## src/rtl/mcu_pkg.sv

```systemverilog
package mcu_pkg;

    localparam int NX_W = 2;

    // Next-address modes of a microinstruction
    typedef enum logic [NX_W-1:0] {
        NX_STEP = 2'b00,
        NX_ZERO = 2'b01,
        NX_JUMP = 2'b10,
        NX_TEST = 2'b11
    } nxt_e;

endpackage

```

## src/rtl/mcu_ccmux.sv

```systemverilog
module mcu_ccmux #(
    parameter int NCC = 4,
    localparam int CSW = $clog2(NCC)
) (
    input  logic [NCC-2:0] ext_i,
    input  logic [CSW-1:0] sel_i,
    output logic           cond_o
);

    logic [NCC-1:0] src;

    // Input 0 is tied true; the others come from the datapath
    assign src[0] = 1'b1;
    generate
        for (genvar g = 1; g < NCC; g++) begin : g_src
            assign src[g] = ext_i[g-1];
        end
    endgenerate

    assign cond_o = src[sel_i];

endmodule

```

## src/rtl/mcu_rom.sv

```systemverilog
module mcu_rom #(
    parameter int AW  = 5,
    parameter int CW  = 8,
    parameter int CSW = 2,
    localparam int DEPTH = 1 << AW,
    localparam int UW    = mcu_pkg::NX_W + CSW + AW + CW
) (
    input  logic [AW-1:0] addr_i,
    output logic [UW-1:0] word_o
);
    import mcu_pkg::*;

    typedef logic [UW-1:0] rom_t [DEPTH];

    function automatic logic [UW-1:0] mk(input nxt_e nx, input int cs,
                                         input int br, input int idx);
        return {nx, CSW'(cs), AW'(br), CW'(idx) ^ CW'(8'hA0)};
    endfunction

    function automatic rom_t build();
        rom_t r;
        for (int i = 0; i < DEPTH; i++) r[i] = mk(NX_STEP, 0, 0, i);
        r[2]  = mk(NX_JUMP, 0, 8, 2);
        r[8]  = mk(NX_TEST, 1, 12, 8);
        r[10] = mk(NX_ZERO, 0, 0, 10);
        r[12] = mk(NX_TEST, 0, 16, 12);
        r[16] = mk(NX_TEST, 2, 20, 16);
        r[17] = mk(NX_JUMP, 0, 24, 17);
        r[20] = mk(NX_TEST, 3, 26, 20);
        r[21] = mk(NX_JUMP, 0, 24, 21);
        r[24] = mk(NX_ZERO, 0, 0, 24);
        r[26] = mk(NX_JUMP, 0, 31, 26);
        return r;
    endfunction

    localparam rom_t ROM = build();

    assign word_o = ROM[addr_i];

endmodule

```

## src/rtl/mcu_seq.sv

```systemverilog
module mcu_seq
    import mcu_pkg::*;
#(
    parameter int AW = 5
) (
    input  logic          clk,
    input  logic          rst_n,
    input  nxt_e          sel_i,
    input  logic [AW-1:0] br_i,
    input  logic          cond_i,
    output logic [AW-1:0] addr_o
);

    typedef struct packed {
        logic [AW-1:0] upc;
        logic          pv;
    } seq_st_t;

    seq_st_t seq_d, seq_q;

    always_comb begin
        unique case (sel_i)
            NX_STEP: addr_o = seq_q.upc;
            NX_ZERO: addr_o = '0;
            NX_JUMP: addr_o = br_i;
            NX_TEST: addr_o = cond_i ? br_i : seq_q.upc;
            default: addr_o = seq_q.upc;
        endcase
        seq_d.upc = addr_o + AW'(1);
        seq_d.pv  = 1'b1;
    end

    always_ff @(posedge clk or negedge rst_n) begin
        if (!rst_n) seq_q <= '0;
        else        seq_q <= seq_d;
    end


    step_next_chk: assert property (@(posedge clk) disable iff (!rst_n)
        (seq_q.pv && sel_i == NX_STEP) |-> addr_o == AW'($past(addr_o) + 1'b1));

endmodule

```

## src/rtl/mcu_ctrl_top.sv

```systemverilog
module mcu_ctrl_top
    import mcu_pkg::*;
#(
    parameter int AW  = 5,
    parameter int CW  = 8,
    parameter int NCC = 4,
    localparam int CSW   = $clog2(NCC),
    localparam int BR_LO = CW,
    localparam int CS_LO = CW + AW,
    localparam int NX_LO = CW + AW + CSW,
    localparam int UW    = NX_LO + NX_W
) (
    input  logic           clk,
    input  logic           rst_n,
    input  logic [NCC-2:0] cc_i,
    output logic [CW-1:0]  dp_ctrl_o,
    output logic [AW-1:0]  fetch_addr_o
);

    typedef struct packed {
        logic [UW-1:0] pipe;
        logic          pv;
    } top_st_t;

    top_st_t top_d, top_q;

    logic [UW-1:0]  rom_word;
    logic [AW-1:0]  fetch_addr;
    logic           cond;
    nxt_e           nx_sel;
    logic [AW-1:0]  br_addr;
    logic [CSW-1:0] cc_sel;

    assign nx_sel  = nxt_e'(top_q.pipe[NX_LO +: NX_W]);
    assign br_addr = top_q.pipe[BR_LO +: AW];
    assign cc_sel  = top_q.pipe[CS_LO +: CSW];

    mcu_ccmux #(.NCC(NCC)) u_ccmux (
        .ext_i (cc_i),
        .sel_i (cc_sel),
        .cond_o(cond)
    );

    mcu_seq #(.AW(AW)) u_seq (
        .clk   (clk),
        .rst_n (rst_n),
        .sel_i (nx_sel),
        .br_i  (br_addr),
        .cond_i(cond),
        .addr_o(fetch_addr)
    );

    mcu_rom #(.AW(AW), .CW(CW), .CSW(CSW)) u_rom (
        .addr_i(fetch_addr),
        .word_o(rom_word)
    );

    always_comb begin
        top_d.pipe = rom_word;
        top_d.pv   = 1'b1;
    end

    always_ff @(posedge clk or negedge rst_n) begin
        if (!rst_n) top_q <= '0;
        else        top_q <= top_d;
    end

    assign dp_ctrl_o    = top_q.pipe[CW-1:0];
    assign fetch_addr_o = fetch_addr;


    zero_mode_chk: assert property (@(posedge clk) disable iff (!rst_n)
        nx_sel == NX_ZERO |-> fetch_addr == '0);


    jump_mode_chk: assert property (@(posedge clk) disable iff (!rst_n)
        nx_sel == NX_JUMP |-> fetch_addr == br_addr);


    test_taken_chk: assert property (@(posedge clk) disable iff (!rst_n)
        (nx_sel == NX_TEST && cond) |-> fetch_addr == br_addr);


    test_fall_chk: assert property (@(posedge clk) disable iff (!rst_n)
        (top_q.pv && nx_sel == NX_TEST && !cond)
            |-> fetch_addr == AW'($past(fetch_addr) + 1'b1));


    always_true_chk: assert property (@(posedge clk) disable iff (!rst_n)
        (nx_sel == NX_TEST && cc_sel == '0) |-> fetch_addr == br_addr);


    pipe_load_chk: assert property (@(posedge clk) disable iff (!rst_n)
        top_q.pv |-> dp_ctrl_o == $past(rom_word[CW-1:0]));

endmodule

```

## config.mk

```make
export PLATFORM = sky130hd
export DESIGN_NAME = mcu_ctrl_top
export DESIGN_NICKNAME = d
export VERILOG_FILES = /design/src/rtl/mcu_pkg.sv /design/src/rtl/mcu_ccmux.sv /design/src/rtl/mcu_rom.sv /design/src/rtl/mcu_seq.sv /design/src/rtl/mcu_ctrl_top.sv
export SDC_FILE = /design/constraint.sdc
export NUM_CORES = 1
export LEC_CHECK = 0
export BUFFER_PORTS_ARGS = -buffer_cell sky130_fd_sc_hd__buf_2
export CORE_MARGIN = 3
export CORE_UTILIZATION = 40
export CTS_BUF_LIST = sky130_fd_sc_hd__clkbuf_8
export DETAILED_ROUTE_END_ITERATION = 16
export PLACE_DENSITY = 0.65
export SLEW_MARGIN = 20
export SYNTH_ARGS = -nofsm -noshare
export SYNTH_HDL_FRONTEND = slang
export SYNTH_HIERARCHICAL = 1
export SYNTH_SLANG_ARGS = --single-unit
```

## constraint.sdc

```tcl
create_clock -name clk -period 5.6 [get_ports clk]
set_input_delay 0.28 -clock clk [delete_from_list [all_inputs] [get_ports clk]]
set_output_delay 0.28 -clock clk [all_outputs]
set_load 0.005 [all_outputs]
```

==> metrics.md <==
| Metric | Value |
|---|---|
| Status | `complete, no violations` |
| Post-cts gate resize count | `0` |
| Routed vias | `761` |
| Fraction of the yosys area taken by sequential cells | `47.83%` |
| Core area | `2613 um2` |
| CP endpoint kind | `output port` |
| CP Class | `reg -> out` |
| Yosys Warn Count | `6` |
| WL/cell | `14.89 um` |
| Max Root-Sink Buffers | `2` |
| #FFs+latches synth | `22` |
| F_max | `0.4007 GHz` |
| Drt via density | `5.397` |
| Final core utilization | `46.55%` |
| GP Congestion | `0.7931` |
| Remaining DRCs | `0` |
| Final hold violation count | `0` |
| Clock sinks | `22` |
| Power density cells | `570.0 nW/um2` |
| Area occupied by multi-input gates | `466.7 um2` |
| Pre-CTS setup slack | `3.208 ns` |
| Post-CTS Hold Buffers | `1` |
| Least-Margin Pin Slew | `0.6130 ns` |
| Final instance count without filler cells | `141` |
| Yosys cell types | `36` |
| Total track usage | `13.40%` |
| Worst path top cell family by delay | `simple AND/OR/NAND/NOR gates` |
| Post-synth top area share | `47.83%` |
| Synth Area per Inst | `11.29 um2` |
| Main synth FF type | `dfrtp_1` |
| WL final | `2099 um` |
| Number of synthesized flops with an enable pin | `0` |
| Rows | `18` |
| Initial Util | `44.06%` |
| Setup ws final | `3.104 ns` |
| Synthesized area | `1151 um2` |
| Nets@finish | `118` |
| P_leak | `0.5770 nW` |
| Critical-path top delay cell | `a21oi_1` |
| DRT Pass-1 Iters | `4` |
| H-tree Lvls | `1` |
| Clk Latency, worst-skew pair | `0.26 ns` |
| Final Power | `0.6932 mW` |
| Required time of the worst setup path | `5.32 ns` |
| CTS tree | `yes` |
| Count of pins over their slew limit | `0` |
| Setup Buffers After CTS | `0` |
| Clock root buffer | `clkbuf_8` |
| Startpoint Class | `flop` |
| Headroom to the max-slew limit | `59.13%` |
| Global-route wire length before repair | `3484 um` |
| Slowest stage delay, CP | `0.47 ns` |
| IO Port Bufs | `17` |
| Crit-path max FO | `14` |
| Number of inserted diodes | `0` |
| # Max-Cap Violations | `0` |
| Placed cell count | `136` |
| Cells after Synth | `102` |
| Clock skew | `0.001418 ns` |
| Buffers and inverters on the worst path | `1` |
| Final Cycle Share | `44.57%` |
| Synth async-reset ratio | `100.0%` |
| Num CTS Buffers | `3` |
| Post-DP HPWL | `1454 um` |
| Crit-path cells | `nor3b_2 > a21oi_1 > nand2_1 > a21oi_1 > or2_1 > buf_2` |
| Share of layout cells above drive strength 1 | `27.03%` |
| # fillers | `250` |
| Area delta synth->final | `5.652%` |
| Clock transition at the registers of the reported paths | `0.08 ns` |
| Unrepaired setup endpoints after global routing | `no` |
| Post-DRT Antenna Nets | `0` |
| Worst min-delay path class | `in -> async` |
| Die height | `59.65 um` |
| Most area-hungry cell type in the Yosys netlist | `dfrtp_1` |
| Period minus WS final | `2.496 ns` |
| Finish-stage setup viols | `0` |
| Vias in the first global route | `698` |
| Maximum VDD drop | `0.3195 mV` |
| Antenna violations before repair | `0` |
| Die span in x | `59.65 um` |
| Most frequent CP cell | `a21oi_1` |
| Cell area after layout | `1216 um2` |
| Final TNS setup | `0 ns` |
| Worst Hold Margin | `0.5138 ns` |
| Top-Level Pins | `18` |
| Worst path arrival time | `2.22 ns` |
| Reg area | `550.5 um2` |
| Grt ovf | `0` |
| Die area | `3558 um2` |
| DR iter-0 viols | `12` |
| Largest net degree at the start of global routing | `23` |
| Top cells by area, synth | `dfrtp_1 (48%), mux2i_1 (7.0%), buf_4 (5.9%)` |
| Placed cell areas | `1151 um2` |
cell families after synthesis:
family | share of synthesized area, %
simple gates | 15.43
flops | 47.83
compound gates | 12.39
buf+inv | 11.96
mux | 6.957
xor+xnor | 3.696
other cells | 0.6524
fa+ha+maj | 1.087
worst paths after layout:
| check | start | end | slack (ns) | cells past startpoint |
|---|---|---|---|---|
| setup reg to reg | cc_sel[1] | u_seq/seq_q[5] | 3.19 | 8 |
| hold reg to reg | br_addr[0] | dp_ctrl_o[0] | 0.74 | 2 |
| setup / recovery | cc_sel[1] | fetch_addr_o[3] | 3.10 | 6 |
| hold / removal | rst_n | u_seq/seq_q[1] | 0.51 | 2 |
| min in group clk | br_addr[0] | dp_ctrl_o[0] | 0.74 | 2 |
| max in group asynchronous | rst_n | dp_ctrl_o[2] | 4.75 | 2 |
synthesized netlist by cell type (all sizes together), types with 2 or more instances:
master / n
nand2b: 2
nand3b: 2
and3b: 2
o21ai: 3
or2: 2
nand4b: 2
o211ai: 4
inv: 3
nor2: 6
xnor2: 3
mux2i: 8
nand2: 3
dfrtp: 22
a21oi: 8
buf: 14
conb: 2
nand3: 2
nor3b: 3
placed cells by master (no fill, tap or decap), types with 3 or more instances in the layout:
cell	n
mux2i_1	8
conb_1	3
nand2_1	3
dfrtp_1	22
nor2_1	5
clkbuf_8	4
inv_1	3
a21oi_1	8
buf_2	17
o21ai_1	3
cell type report:
cell class,instances,area share (%)
Clock buffer,4,4.527
Inverter,3,0.9259
Multi-Input combinational cell,64,38.37
Sequential cell,22,45.27
Tap cell,30,3.086
Timing Repair Buffer,18,7.819
report_power, final:
group | internal (mW) | total, mW | switching [mW]
registers | 0.213 | 0.251 | 0.0380
clock network | 0.0626 | 0.112 | 0.0494
logic | 0.139 | 0.331 | 0.192
total | 0.414 | 0.693 | 0.279
metal layers:
layer	GRT usage [%]	wire length (um)
met5	0	0
met4	7.595	27
met3	1.961	59
met2	20.52	1110
met1	17.92	902
registers in the layout, indices dropped and copies added, names as in the netlist:
signal,count
u_seq/seq_q,5
br_addr,5
dp_ctrl_o,8
nx_sel,2
cc_sel,2
No activity file was read; power rests on OpenSTA's default activity.
